[src/rtl/alu16_pkg.sv]
package alu16_pkg;

   // Coarse operation class derived from the opcode bits
   typedef enum logic [2:0] {
      K_NONE,
      K_ARITH,
      K_LOGIC,
      K_SHIFT,
      K_ROT,
      K_SWAP
   } kind_t;

   // Flag vector layout: carry at 0, nibble taps above it, then zero, negative, overflow
   function automatic int nib_count(input int width);
      return width / 4;
   endfunction

   function automatic int flag_width(input int width);
      return nib_count(width) + 3;
   endfunction

   function automatic int zero_pos(input int width);
      return nib_count(width);
   endfunction

   function automatic int neg_pos(input int width);
      return nib_count(width) + 1;
   endfunction

   function automatic int ovf_pos(input int width);
      return nib_count(width) + 2;
   endfunction

endpackage

[src/rtl/alu16_adder.sv]
module alu16_adder
   import alu16_pkg::*;
#(
   parameter  int WIDTH = 16,
   localparam int NNIB  = WIDTH / 4
) (
   input  logic [WIDTH-1:0] a_i,
   input  logic [WIDTH-1:0] b_i,
   input  logic             sub_i,
   input  logic             one_i,
   output logic [WIDTH-1:0] sum_o,
   output logic             cout_o,
   output logic [NNIB-2:0]  tap_o,
   output logic             ovf_o
);

   logic [WIDTH-1:0] opnd;
   logic [WIDTH-1:0] opx;
   logic [NNIB:0]    cy;

   assign opnd  = one_i ? WIDTH'(1) : b_i;
   assign opx   = sub_i ? ~opnd : opnd;
   assign cy[0] = sub_i;

   generate
      for (genvar k = 0; k < NNIB; k++) begin : g_nib
         logic [4:0] part;
         assign part = {1'b0, a_i[4*k +: 4]} + {1'b0, opx[4*k +: 4]} + {4'b0, cy[k]};
         assign sum_o[4*k +: 4] = part[3:0];
         assign cy[k+1]         = part[4];
      end
      for (genvar k = 1; k < NNIB; k++) begin : g_tap
         assign tap_o[k-1] = cy[k] ^ sub_i;
      end
   endgenerate

   assign cout_o = cy[NNIB] ^ sub_i;
   assign ovf_o  = (a_i[WIDTH-1] == opx[WIDTH-1]) && (sum_o[WIDTH-1] != a_i[WIDTH-1]);

   // Checks against plain arithmetic, independent of the nibble chain
   logic signed [WIDTH:0] chk_wide;
   always_comb begin
      chk_wide = sub_i ? ($signed({a_i[WIDTH-1], a_i}) - $signed({opnd[WIDTH-1], opnd}))
                       : ($signed({a_i[WIDTH-1], a_i}) + $signed({opnd[WIDTH-1], opnd}));
      if (!sub_i) begin
         p_add_sum_r1: assert ({cout_o, sum_o} == ({1'b0, a_i} + {1'b0, opnd}));
      end else begin
         p_sub_borrow_r2: assert ((sum_o == a_i - opnd) && (cout_o == (a_i < opnd)));
      end
      p_signed_ovf_r5: assert (ovf_o == (chk_wide[WIDTH] != chk_wide[WIDTH-1]));
   end

endmodule

[src/rtl/alu16_logic.sv]
module alu16_logic #(
   parameter int WIDTH = 16
) (
   input  logic [1:0]       sel_i,
   input  logic [WIDTH-1:0] a_i,
   input  logic [WIDTH-1:0] b_i,
   output logic [WIDTH-1:0] res_o
);

   always_comb begin
      unique case (sel_i)
         2'b00:   res_o = ~a_i;
         2'b01:   res_o = a_i ^ b_i;
         2'b10:   res_o = a_i & b_i;
         default: res_o = a_i | b_i;
      endcase
   end

   always_comb begin
      if (sel_i == 2'b00) begin
         p_not_inverts_r6: assert ((res_o ^ a_i) == {WIDTH{1'b1}});
      end
   end

endmodule

[src/rtl/alu16_shift.sv]
module alu16_shift #(
   parameter int WIDTH = 16
) (
   input  logic             right_i,
   input  logic             rot_i,
   input  logic [WIDTH-1:0] a_i,
   input  logic             cin_i,
   output logic [WIDTH-1:0] res_o,
   output logic             cout_o
);

   logic fill_lo;
   logic fill_hi;

   assign fill_lo = rot_i ? a_i[WIDTH-1] : cin_i;
   assign fill_hi = rot_i ? a_i[0]       : cin_i;
   assign cout_o  = right_i ? a_i[0] : a_i[WIDTH-1];

   generate
      for (genvar b = 0; b < WIDTH; b++) begin : g_bit
         logic from_lo;
         logic from_hi;
         if (b == 0) begin : g_lsb
            assign from_lo = fill_lo;
         end else begin : g_mid_lo
            assign from_lo = a_i[b-1];
         end
         if (b == WIDTH - 1) begin : g_msb
            assign from_hi = fill_hi;
         end else begin : g_mid_hi
            assign from_hi = a_i[b+1];
         end
         assign res_o[b] = right_i ? from_hi : from_lo;
      end
   endgenerate

   always_comb begin
      if (rot_i) begin
         p_rot_keeps_ones_r8: assert ($countones(res_o) == $countones(a_i));
      end else begin
         p_shift_conserves_r7: assert (($countones(res_o) + 32'(cout_o)) ==
                                       ($countones(a_i) + 32'(cin_i)));
      end
   end

endmodule

[src/rtl/alu16_top.sv]
module alu16_top
   import alu16_pkg::*;
#(
   parameter  int WIDTH = 16,
   localparam int NNIB  = nib_count(WIDTH),
   localparam int FLW   = flag_width(WIDTH)
) (
   input  logic [7:0]       opc_i,
   input  logic [WIDTH-1:0] dst_i,
   input  logic [WIDTH-1:0] src_i,
   input  logic             cin_i,
   output logic [WIDTH-1:0] res_o,
   output logic [FLW-1:0]   flg_o,
   output logic [FLW-1:0]   fwe_o
);

   localparam int FZ   = zero_pos(WIDTH);
   localparam int FN   = neg_pos(WIDTH);
   localparam int FO   = ovf_pos(WIDTH);
   localparam int HALF = WIDTH / 2;

   generate
      if (WIDTH < 8 || (WIDTH % 8) != 0) begin : g_bad_width
         $error("alu16_top: WIDTH must be a multiple of 8");
      end
   endgenerate

   kind_t kind;

   always_comb begin
      kind = K_NONE;
      if (opc_i[7:6] == 2'b01) begin
         if (opc_i[3:0] == 4'b0101)
            kind = K_ARITH;
         else if (opc_i[5:2] == 4'b0000)
            kind = K_LOGIC;
         else if (!opc_i[5] && opc_i[3:1] == 3'b011)
            kind = opc_i[4] ? K_ROT : K_SHIFT;
         else if (opc_i[5:0] == 6'h08)
            kind = K_SWAP;
      end
   end

   logic [WIDTH-1:0] add_res;
   logic             add_c;
   logic [NNIB-2:0]  add_taps;
   logic             add_v;
   logic [WIDTH-1:0] log_res;
   logic [WIDTH-1:0] sh_res;
   logic             sh_c;
   logic [WIDTH-1:0] swp_res;

   alu16_adder #(.WIDTH(WIDTH)) i_adder (
      .a_i    (dst_i),
      .b_i    (src_i),
      .sub_i  (opc_i[5]),
      .one_i  (opc_i[4]),
      .sum_o  (add_res),
      .cout_o (add_c),
      .tap_o  (add_taps),
      .ovf_o  (add_v)
   );

   alu16_logic #(.WIDTH(WIDTH)) i_logic (
      .sel_i (opc_i[1:0]),
      .a_i   (dst_i),
      .b_i   (src_i),
      .res_o (log_res)
   );

   alu16_shift #(.WIDTH(WIDTH)) i_shift (
      .right_i (opc_i[0]),
      .rot_i   (opc_i[4]),
      .a_i     (dst_i),
      .cin_i   (cin_i),
      .res_o   (sh_res),
      .cout_o  (sh_c)
   );

   assign swp_res = {dst_i[HALF-1:0], dst_i[WIDTH-1:HALF]};

   always_comb begin
      res_o = dst_i;
      flg_o = '0;
      fwe_o = '0;
      unique case (kind)
         K_ARITH: begin
            res_o          = add_res;
            flg_o[0]       = add_c;
            flg_o[NNIB-1:1] = add_taps;
            flg_o[FZ]      = (add_res == '0);
            flg_o[FN]      = add_res[WIDTH-1];
            flg_o[FO]      = add_v;
            fwe_o          = '1;
         end
         K_LOGIC: begin
            res_o     = log_res;
            flg_o[FZ] = (log_res == '0);
            fwe_o[FZ] = 1'b1;
         end
         K_SHIFT: begin
            res_o     = sh_res;
            flg_o[0]  = sh_c;
            flg_o[FZ] = (sh_res == '0);
            fwe_o[0]  = 1'b1;
            fwe_o[FZ] = 1'b1;
         end
         K_ROT:  res_o = sh_res;
         K_SWAP: res_o = swp_res;
         default: ;
      endcase
   end

   always_comb begin
      p_gated_flags_r11: assert ((flg_o & ~fwe_o) == '0);
   end

endmodule

[config.mk]
export PLATFORM = sky130hd
export DESIGN_NAME = alu16_top
export DESIGN_NICKNAME = d
export VERILOG_FILES = /design/src/rtl/alu16_pkg.sv /design/src/rtl/alu16_adder.sv /design/src/rtl/alu16_logic.sv /design/src/rtl/alu16_shift.sv /design/src/rtl/alu16_top.sv
export SDC_FILE = /design/constraint.sdc
export NUM_CORES = 1
export LEC_CHECK = 0
export CAP_MARGIN = 20
export CORE_AREA = 2 2 53 104
export DETAILED_ROUTE_END_ITERATION = 8
export DIE_AREA = 0 0 55 106
export DONT_BUFFER_PORTS = 1
export GPL_TIMING_DRIVEN = 0
export PLACE_DENSITY = 0.74
export SETUP_SLACK_MARGIN = 0.1
export SLEW_MARGIN = 15
export SYNTH_ARGS = -nofsm -noshare
export SYNTH_HDL_FRONTEND = slang
export SYNTH_SLANG_ARGS = --single-unit
[constraint.sdc]
create_clock -name vclk -period 25.6
set_input_delay 5.12 -clock vclk [all_inputs]
set_output_delay 5.12 -clock vclk [all_outputs]
set_load 0.01 [all_outputs]
==> summary.txt <==
Pwr
  – Leakage component of the power: 1.35 nW
  – VDD IR-drop max: 0.0144 mV
  – Power density relative to cell area: 20.0 mW/mm^2

Floorplan
  – Core Box Area: 0.00509 sq mm
  – Die span in x: 55 um
  – Area of the die: 0.00583 sq mm
  – Row cnt: 37
  – Number of primary I/O pins: 71
  – Die height: 106 um
  – Effective utilization at floorplan: 57.6%

Worst setup path
  – Critical Path, Cell by Cell: clkbuf_1 > inv_2 > buf_1 > xnor2_1 > ha_1 > inv_1 > o21bai_1 > fa_1 > fa_1 > a21oi_1 > o21bai_1 > fa_1 > fa_1 > a21oi_1 > nor2_1 > nor2_1 > fa_1 > fa_1 > nand2_1 > a2111oi_0 > o2111ai_1 > or4_1 > o211ai_2
  – CP Max Fanout: 10
  – Critical path required time: 20.48 ns
  – Critical Path Max Stage Delay: 0.58 ns
  – Element type at the critical path start: input pin
  – Critical Path Slowest Stage Cell: sky130_fd_sc_hd__or4_1
  – Critical path arrival: 11.75 ns
  – Critical path class: input pin to output pin
  – Worst setup EP type: output pin
  – CP startpoint: opc_i[5]
  – Most frequent cell on the critical path: sky130_fd_sc_hd__fa_1

Run status
  – Status: complete, no violations

Logic synthesis
  – Number of unique standard cell types used by synthesis: 60
  – Sequential-to-total area share from yosys stat: 0%
  – Synthesized netlist net count: 478
  – Synth warn: 0
  – Avg Inst Size Synth: 7.60 sq um
  – Count of mapped cells out of synthesis: 386
  – Cell area after technology mapping: 0.00293 sq mm

STA
  – Final worst-path setup slack: 8.73 ns
  – Final number of hold-violating endpoints: 0
  – Final critical delay including setup and external delays: 16.87 ns
  – Slew Limit Headroom: 41.6%
  – Slew at the pin with the worst max-slew slack: 0.875 ns
  – Unrepaired setup endpoints after global routing: no
  – Period Utilization, post-route: 65.9%
  – Sum Neg Setup Slack: 0 ns
  – Pins Over Slew Limit: 0
  – Setup-failing EPs final: 0
  – Max Freq: 59.3 MHz

Placed design
  – Setup WS pre-CTS: 8.86 ns
  – Post-detailed-placement half-perimeter wirelength: 8.54 mm
  – Final GP Congestion: 0.982
  – Number of port buffers: 0

Final layout
  – FFs & Latches: 0
  – Most frequent standard cell in the layout excluding fill and tap cells: sky130_fd_sc_hd__inv_1
  – Fill cell total of the finished layout: 521
  – Clock buffer instance count of the final layout: 0
  – Highest-count cells in the layout ignoring fill and taps: 51 x sky130_fd_sc_hd__inv_1, 48 x sky130_fd_sc_hd__nor2_1, 44 x sky130_fd_sc_hd__ha_1
  – Signed area change from the synthesized netlist to the final layout: 2.47%
  – Reg area: 0 sq um
  – Total number of nets in the final design: 480
  – Fraction of layout instances using a drive strength above 1: 7.77%
  – Inserted Diodes: 0

Route
  – Highest Signal Layer: met4
  – DRC viols: 0
  – Count of nets left with antenna violations after detail routing: 0
  – M1 WL: 3.19 mm
  – Vias per std cell: 6.76
  – DR vias: 3002
  – Routed length on met3: 857 um
  – Wirelength, routed: 10.4 mm
  – DRC marker count from the first detailed-route iteration: 155
  – Number of detailed-route iterations in the first pass: 5
  – Wire length on met2: 5.36 mm
  – DR WL/cell: 23.3 um

Global routing
  – Overall track demand over capacity in global routing: 37.3%
  – Antenna violations before repair: 0
  – Largest net degree at the start of global routing: 11
  – Remaining Overflow, GRT: 0
  – Global-route wire length before repair: 15.7 mm
  – Via count of the first global-routing pass: 3080

Run
  – Maxcap violations: 0

Worst hold path
  – Worst hold path class: input pin to output pin
  – Hold Path Origin: opc_i[3]
  – Cell depth of the worst min-delay path: 1

Clock tree
  – Resize count post-CTS: 0
  – Number of hold buffers added after cts: 0
  – Number of setup buffers added after CTS: 0
==> synthesized netlist by cell type, types with 3 or more instances <==
library cell | instances | area (sq um)
sky130_fd_sc_hd__mux4_2 | 11 | 248
sky130_fd_sc_hd__o2bb2ai_1 | 5 | 43.8
sky130_fd_sc_hd__nor2_1 | 48 | 180
sky130_fd_sc_hd__nor3_1 | 4 | 20.0
sky130_fd_sc_hd__mux2i_1 | 15 | 150
sky130_fd_sc_hd__nand2_1 | 16 | 60.1
sky130_fd_sc_hd__nand3_1 | 4 | 20.0
sky130_fd_sc_hd__inv_1 | 51 | 191
sky130_fd_sc_hd__a221oi_1 | 10 | 87.6
sky130_fd_sc_hd__nand4_1 | 5 | 31.3
sky130_fd_sc_hd__mux4_1 | 4 | 105
sky130_fd_sc_hd__or3_1 | 3 | 18.8
sky130_fd_sc_hd__a21oi_1 | 23 | 115
sky130_fd_sc_hd__a31oi_1 | 4 | 25.0
sky130_fd_sc_hd__ha_1 | 44 | 551
sky130_fd_sc_hd__clkbuf_1 | 11 | 41.3
sky130_fd_sc_hd__o21ai_1 | 8 | 40.0
sky130_fd_sc_hd__buf_1 | 4 | 15.0
sky130_fd_sc_hd__xnor2_1 | 21 | 184
sky130_fd_sc_hd__o22ai_1 | 4 | 25.0
sky130_fd_sc_hd__o21bai_1 | 3 | 22.5
sky130_fd_sc_hd__nand2b_1 | 7 | 43.8
sky130_fd_sc_hd__o21ai_0 | 3 | 15.0
sky130_fd_sc_hd__xor2_1 | 3 | 26.3
sky130_fd_sc_hd__fa_1 | 7 | 140
sky130_fd_sc_hd__a22oi_1 | 4 | 30.0
sky130_fd_sc_hd__nor2b_1 | 4 | 25.0
sky130_fd_sc_hd__buf_4 | 5 | 37.5
sky130_fd_sc_hd__nor4_1 | 4 | 25.0
sky130_fd_sc_hd__inv_2 | 8 | 30.0
sky130_fd_sc_hd__or4_1 | 4 | 30.0
==> cell type report <==
class / count / area [sq um] / area share, %
tap: 58 / 72.6 / 2.41
inverter: 59 / 221 / 7.37
multi-input combinational: 304 / 2580 / 85.9
buffer: 23 / 130 / 4.33
==> power by group <==
group	switching (mW)	total [mW]	leakage (nW)	internal, mW
Combinational	0.0339	0.0601	1.35	0.0263
Clock	0	0	0	0
Sequential	0	0	0	0
Total	0.0339	0.0601	1.35	0.0263
==> layer usage <==
layer	vias up	track usage [%]
li1	1374	-
met1	1403	37.2
met2	171	65.6
met3	54	6.18
met4	0	24.0
met5	-	0
==> worst max-delay path: cells and delay by family <==
family,cells,cell delay [ns]
buffers and inverters,4,1.30
AO/OA/AOI/OAI,7,1.49
AND/OR/NAND/NOR,4,0.96
XOR/XNOR,1,0.23
adder cells (fa/ha/maj),7,2.65
==> stage by stage <==
step	total power, mW	hold WS (ns)	cells	utilization [%]	cell area, sq um
3_5_place_dp	0.0592	10.30	444	59.0	3010
6_report	0.0601	10.30	444	59.0	3010
5_1_grt	0.0666	10.30	444	59.0	3010
2_1_floorplan	0.0463	10.28	386	-	2930
3_3_place_gp	0.0578	10.30	444	59.0	3010
4_1_cts	0.0596	10.30	444	59.0	3010
==> cells by family (layout without fill, tap and decap cells) <==
logic type	after synthesis	after routing	share of synthesized area [%]
mux	30	30	17.1
fa+ha+maj	51	51	23.5
simple gates	116	116	20.2
xor+xnor	24	24	7.16
buf+inv	82	82	12.0
compound gates	83	83	20.0
==> path summary, 6_finish.rpt <==
check,slack [ns],to
worst min-delay path,10.30,fwe_o[0]
worst max-delay path,8.73,flg_o[4]
(Power assumes the default switching activity.)
